`src/rtl/tpose_pkg.sv`:
```
package tpose_pkg;

  // Slot positions in the first half of a line carry low-pass data.
  function automatic logic is_low_slot(input int unsigned col, input int unsigned n);
    return col < (n / 2);
  endfunction

  // Fill count reached once every tap of the chain holds a real line.
  function automatic logic chain_full(input int unsigned cnt, input int unsigned taps);
    return cnt >= taps;
  endfunction

endpackage

```
`src/rtl/tpose_seq.sv`:
```
module tpose_seq
  import tpose_pkg::*;
#(
  parameter int W = 12,
  parameter int N = 16,
  parameter int TAPS = 9
) (
  input  logic                              clk,
  input  logic                              rst,
  output logic [(W > 1 ? $clog2(W) : 1)-1:0] bit_idx,
  output logic                              slot_load,
  output logic                              nxt_low,
  output logic                              line_wrap,
  output logic                              band,
  output logic                              filled,
  output logic                              line_odd
);
  localparam int BW = (W > 1) ? $clog2(W) : 1;
  localparam int CW = (N > 1) ? $clog2(N) : 1;
  localparam int FW = $clog2(TAPS + 1);

  logic [CW-1:0] col;
  logic [CW-1:0] nxt_col;
  logic [FW-1:0] fcnt;

  always_comb begin
    slot_load = (bit_idx == BW'(W - 1));
    line_wrap = slot_load && (col == CW'(N - 1));
    nxt_col   = (col == CW'(N - 1)) ? '0 : col + 1'b1;
    nxt_low   = is_low_slot(32'(nxt_col), N);
    band      = !is_low_slot(32'(col), N);
    filled    = chain_full(32'(fcnt), TAPS);
  end

  always_ff @(posedge clk) begin
    if (rst) begin
      bit_idx  <= BW'(W - 1);
      col      <= CW'(N - 1);
      fcnt     <= '0;
      line_odd <= 1'b1;
    end else if (slot_load) begin
      bit_idx <= '0;
      col     <= nxt_col;
      if (line_wrap) begin
        line_odd <= ~line_odd;
        if (!filled) fcnt <= fcnt + 1'b1;
      end
    end else begin
      bit_idx <= bit_idx + 1'b1;
    end
  end
endmodule

```
`src/rtl/tpose_halfbuf.sv`:
```
module tpose_halfbuf #(
  parameter int W = 12,
  parameter int DEPTH = 8
) (
  input  logic         clk,
  input  logic         rst,
  input  logic         shift,
  input  logic [W-1:0] din,
  output logic [W-1:0] head
);
  logic [W-1:0] mem [DEPTH];

  assign head = mem[0];

  always_ff @(posedge clk) begin
    if (rst) begin
      for (int k = 0; k < DEPTH; k++) mem[k] <= '0;
    end else if (shift) begin
      for (int k = 0; k < DEPTH - 1; k++) mem[k] <= mem[k+1];
      mem[DEPTH-1] <= din;
    end
  end
endmodule

```
`src/rtl/tpose_piso.sv`:
```
module tpose_piso #(
  parameter int W = 12
) (
  input  logic         clk,
  input  logic         rst,
  input  logic         load,
  input  logic [W-1:0] word,
  output logic         bit_out
);
  logic [W-1:0] q;

  assign bit_out = q[0];

  always_ff @(posedge clk) begin
    if (rst)       q <= '0;
    else if (load) q <= word;
    else           q <= {1'b0, q[W-1:1]};
  end
endmodule

```
`src/rtl/tpose_linedelay.sv`:
```
module tpose_linedelay #(
  parameter int LEN = 192
) (
  input  logic clk,
  input  logic rst,
  input  logic din,
  output logic dout
);
  logic [LEN-1:0] sr;

  assign dout = sr[0];

  always_ff @(posedge clk) begin
    if (rst) sr <= '0;
    else     sr <= {din, sr[LEN-1:1]};
  end
endmodule

```
`src/rtl/colbuf_transpose.sv`:
```
module colbuf_transpose #(
  parameter int W = 12,
  parameter int N = 16,
  parameter int TAPS = 9
) (
  input  logic                              clk,
  input  logic                              rst,
  input  logic                              in_valid,
  input  logic [W-1:0]                      in_lo,
  input  logic [W-1:0]                      in_hi,
  output logic                              take,
  output logic [TAPS-1:0]                   slice,
  output logic [(W > 1 ? $clog2(W) : 1)-1:0] slice_bit,
  output logic                              slice_band,
  output logic                              slice_valid
);
  localparam int HALF = N / 2;
  localparam int LINE_BITS = N * W;

  logic         slot_load;
  logic         nxt_low;
  logic         line_wrap;
  logic         filled;
  logic         line_odd;
  logic [W-1:0] hb_head;
  logic [W-1:0] hb_din;
  logic [W-1:0] chain_word;
  logic [TAPS-1:0] tap;

  tpose_seq #(.W(W), .N(N), .TAPS(TAPS)) u_seq (
    .clk(clk), .rst(rst), .bit_idx(slice_bit), .slot_load(slot_load),
    .nxt_low(nxt_low), .line_wrap(line_wrap), .band(slice_band),
    .filled(filled), .line_odd(line_odd)
  );

  always_comb begin
    take = slot_load && nxt_low;
    if (nxt_low) begin
      chain_word = in_valid ? in_lo : '0;
      hb_din     = in_valid ? in_hi : '0;
    end else begin
      chain_word = hb_head;
      hb_din     = '0;
    end
  end

  tpose_halfbuf #(.W(W), .DEPTH(HALF)) u_hbuf (
    .clk(clk), .rst(rst), .shift(slot_load), .din(hb_din), .head(hb_head)
  );

  tpose_piso #(.W(W)) u_piso (
    .clk(clk), .rst(rst), .load(slot_load), .word(chain_word), .bit_out(tap[0])
  );

  for (genvar g = 1; g < TAPS; g++) begin : g_line
    tpose_linedelay #(.LEN(LINE_BITS)) u_dly (
      .clk(clk), .rst(rst), .din(tap[g-1]), .dout(tap[g])
    );
  end

  assign slice       = tap;
  assign slice_valid = filled && !line_odd;
endmodule

```
`config.mk`:
```
export PLATFORM = sky130hd
export DESIGN_NAME = colbuf_transpose
export DESIGN_NICKNAME = d
export VERILOG_FILES = /design/src/rtl/tpose_pkg.sv /design/src/rtl/tpose_seq.sv /design/src/rtl/tpose_halfbuf.sv /design/src/rtl/tpose_piso.sv /design/src/rtl/tpose_linedelay.sv /design/src/rtl/colbuf_transpose.sv
export SDC_FILE = /design/constraint.sdc
export NUM_CORES = 2
export LEC_CHECK = 0
export ABC_AREA = 1
export BUFFER_PORTS_ARGS = -buffer_cell sky130_fd_sc_hd__buf_4
export CAP_MARGIN = 20
export CORE_AREA = 2 2 287 289
export CTS_BUF_LIST = sky130_fd_sc_hd__clkbuf_16
export DETAILED_ROUTE_END_ITERATION = 12
export DIE_AREA = 0 0 289 291
export PLACE_DENSITY = 0.76
export SKIP_LAST_GASP = 1
export SLEW_MARGIN = 20
export SYNTH_ARGS = -nofsm -noshare
export SYNTH_HDL_FRONTEND = slang
export SYNTH_SLANG_ARGS = --single-unit
```
`constraint.sdc`:
```
create_clock -name clk -period 5.45 [get_ports clk]
set_clock_uncertainty 0.1 [all_clocks]
set_input_delay 1.09 -clock clk [delete_from_list [all_inputs] [get_ports clk]]
set_output_delay 1.09 -clock clk [all_outputs]
set_load 0.02 [all_outputs]
```
==> run_results.csv <==
group,metric,value,unit
status,outcome,"finished, final reports clean",
clocking,cts-hold-fix-buffers,0,
timing,min_period,3.378,ns
placed_design,place_ws,1.701,ns
floorplan,die_y,291,um
clocking,cts_root_buffer,"clkbuf_16",
clocking,cts_tree,"built",
clocking,ctsResizeCount,0,
yosys,synth_top_family_by_area,"buffers and inverters",
setup_path,rrSetupSlack,2.74,ns
timing,fin_setup_tns,0,ns
setup_path,crit_fanout,17,
global_routing,grt_pass1_vias,25942,
placed_design,portBuffers,42,
timing,period_share,0.6198,
detailed_routing,dr_total_vias,26286,
pwr,ir_drop,0.2949,mV
yosys,syn_area,0.04826,mm2
setup_path,regToRegEndpoint,"u_hbuf.mem[0][85]",
placed_design,dp_hpwl,30020,um
yosys,synth-compound-area-share,0.002256,
yosys,synth-simple-area-share,0.1386,
detailed_routing,drc,0,
floorplan,rows,105,
timing,max_slew_margin,0.3213,
setup_path,start_kind,"flip-flop",
setup_path,end_kind,"output pin",
pwr,leakage,21.07,nW
timing,timing.hold.ws,0.2798,ns
cells_and_area,area_growth,11.57,%
clocking,cts-buffers-inserted,153,
global_routing,grt_overflow_total,0,
placed_design,dpl_cell_area,0.04903,mm2
clocking,clk_pin_slew_worst_paths,0.06,ns
detailed_routing,drt_wl_total,59430,um
yosys,yosys.area_share.adder,0.001296,
clocking,clock-sinks,1657,
yosys,synth_cell_types,29,
global_routing,antenna_found_initial,0,
worst_hold_path,hold_path.class,"reg2reg",
yosys,syn_avg_cell_area,9.192,um2
global_routing,grt_pass1_wl,107300,um
yosys,syn-num-nets,5282,
yosys,syn_inst,5250,
floorplan,core_area,0.08119,mm2
placed_design,place_inst,6182,
worst_hold_path,holdPathEnd,"g_line[1].u_dly.sr[109]",
global_routing,grt_max_degree,235,
detailed_routing,drtIter0Drc,1358,
setup_path,critical_path_required,4.26,ns
timing,hold_viol,0,
detailed_routing,drtPass1Iterations,5,
yosys,synthMuxAreaShare,0,
placed_design,place_congestion,0.7638,
floorplan,start_util,0.5944,
global_routing,grt_usage,0.1482,
worst_hold_path,holdPathStages,2,
yosys,ys_seq_area_frac,0.7073,
run,maxCapViolations,0,
setup_path,critPathArrivalTime,2.19,ns
clocking,clockBufferDepth,3,
timing,fmax,296.0,MHz
timing,slew_violations,0,
yosys,synth-seq-cells,1657,
setup_path,rr_startpoint,"u_seq.bit_idx[0]",
setup_path,crit_type,"reg2out",
detailed_routing,ant_nets,0,
cells_and_area,n_antenna_cell,0,
floorplan,dieArea,0.08410,mm2
cells_and_area,nets,5299,
pwr,cellPowerDensity,429.3,mW/mm2
floorplan,die_w,289,um
timing,worstMarginPinSlew,1.018,ns
cells_and_area,final-instance-count-excl-fill,6462,
cells_and_area,final_area,0.05384,mm2
floorplan,ios,43,
clocking,clock_latency,0.72,ns
timing,rsz0062_at_grt,"false",
timing,finalSetupViolCount,0,
setup_path,worst-r2r-cell-count,4,
yosys,yosysWarningCount,0,
detailed_routing,drt-vias-per-instance,4.068,
worst_hold_path,hp-start,"g_line[1].u_dly.sr[110]",
clocking,cts_max_level,4,
timing,layout_setup_ws,2.072,ns
clocking,cts_setup_buffers,0,
cells_and_area,layout-drive-gt1-share,0.05582,
detailed_routing,wl_per_cell,9.197,um
yosys,synthXorXnorAreaFrac,0.0003630,
synthesized netlist by cell type:
master    count  area share
clkbuf_1      6     0.00047
xor2_1        1     0.00018
nand3_2       2     0.00041
buf_6         8      0.0019
o21ai_0      11      0.0011
nor2_4       16      0.0037
xnor2_1       1     0.00018
dfxtp_1    1561        0.65
nand2_4       1     0.00023
nand3_1      17      0.0018
and3_1        1     0.00013
a21oi_1       9     0.00093
or2_2         2     0.00026
buf_2       168       0.017
inv_2         1    0.000078
edfxtp_1     96       0.060
nand4_1       4     0.00052
o22a_1        1     0.00018
nand2_1      43      0.0033
buf_4         9      0.0014
nor2_1     1620        0.13
nor2_2        9      0.0012
nand3_4       1     0.00036
nor3_1        1     0.00010
nand2_2       1     0.00013
inv_1      1653        0.13
nand2_8       1     0.00041
ha_1          5      0.0013
buf_12        1     0.00041
per-stage QoR:
stage | util | total power, mW
global route | 0.6632 | 23.98
CTS | 0.6632 | 23.40
floorplan | - | 13.26
detailed placement | 0.6039 | 13.36
finish | 0.6632 | 23.11
global placement | 0.6039 | 13.34
cells in the final DEF, fill, tap and decap left out, types with 2 or more instances in the layout:
| master | Yosys | final |
|---|---|---|
| clkbuf_16 | 0 | 154 |
| a21oi_1 | 9 | 9 |
| ha_1 | 5 | 5 |
| dfxtp_1 | 1561 | 1561 |
| nand3_1 | 17 | 17 |
| nand2_4 | 1 | 2 |
| nor2_1 | 1620 | 1620 |
| inv_16 | 0 | 3 |
| inv_6 | 0 | 6 |
| or2_2 | 2 | 2 |
| buf_12 | 1 | 4 |
| inv_1 | 1653 | 1683 |
| clkinv_2 | 0 | 29 |
| nand2_1 | 43 | 42 |
| nand3_2 | 2 | 2 |
| edfxtp_1 | 96 | 96 |
| nor2_2 | 9 | 9 |
| clkinv_1 | 0 | 38 |
| bufinv_16 | 0 | 11 |
| clkinv_8 | 0 | 4 |
| buf_4 | 9 | 49 |
| nand4_1 | 4 | 4 |
| inv_2 | 1 | 3 |
| nor2_4 | 16 | 16 |
| o21ai_0 | 11 | 11 |
worst max-delay path: stages, from the launching register on:
cell and delay, ns:
dfxtp_1 0.40, ha_1 0.22, nand3_2 0.33, a21oi_1 0.33, buf_4 0.19
routing by layer:
metal  global-route usage  wire [um]  part of all wire  up-vias
li1                     -          -                 -    14276
met1               0.1795      28800              0.48    11686
met2               0.2550      27250              0.46      197
met3              0.02986       1833             0.031      127
met4              0.06437       1555             0.026        0
met5                    0          0                 0        -
logic make-up after synthesis:
group / count (synthesis)
flip-flops: 1657
XOR/XNOR: 2
AO/OA/AOI/OAI: 21
buffers and inverters: 1846
AND/OR/NAND/NOR: 1719
adder cells (fa/ha/maj): 5
flip-flops by register name (all words and copies together) (netlist names):
register / count
g_line.u_dly.sr: 1536
u_seq.line_odd: 1
u_seq.bit_idx: 4
u_hbuf.mem: 96
u_seq.col: 4
u_seq.fcnt: 4
u_piso.q: 12
power breakdown:
group          leakage (nW)  switching (mW)  internal [mW]
clock                  2.50            4.33           5.70
sequential             13.6          0.0598           12.4
combinational          4.97           0.457          0.141
total                  21.1            4.85           18.3
worst max path at each step:
| stage | startpoint | to | slack (ns) |
|---|---|---|---|
| floorplan | rst | u_piso.q[6] | 1.00 |
| global placement | rst | u_hbuf.mem[0][55] | 1.74 |
| detailed placement | rst | u_hbuf.mem[0][67] | 1.70 |
| CTS | u_seq.bit_idx[0] | take | 2.00 |
| global route | u_seq.bit_idx[0] | take | 1.97 |
| finish | u_seq.bit_idx[0] | take | 2.07 |
cell type report:
class	instances	area, um2
sequential	1657	34130
fill	6047	27350
multi-input combinational	1747	6884
inverter	1654	6208
clock buffer	154	3854
tap	1070	1339
clock inverter	126	963.4
timing repair buffer	54	462.9
No activity file was read; power rests on OpenSTA's default activity.
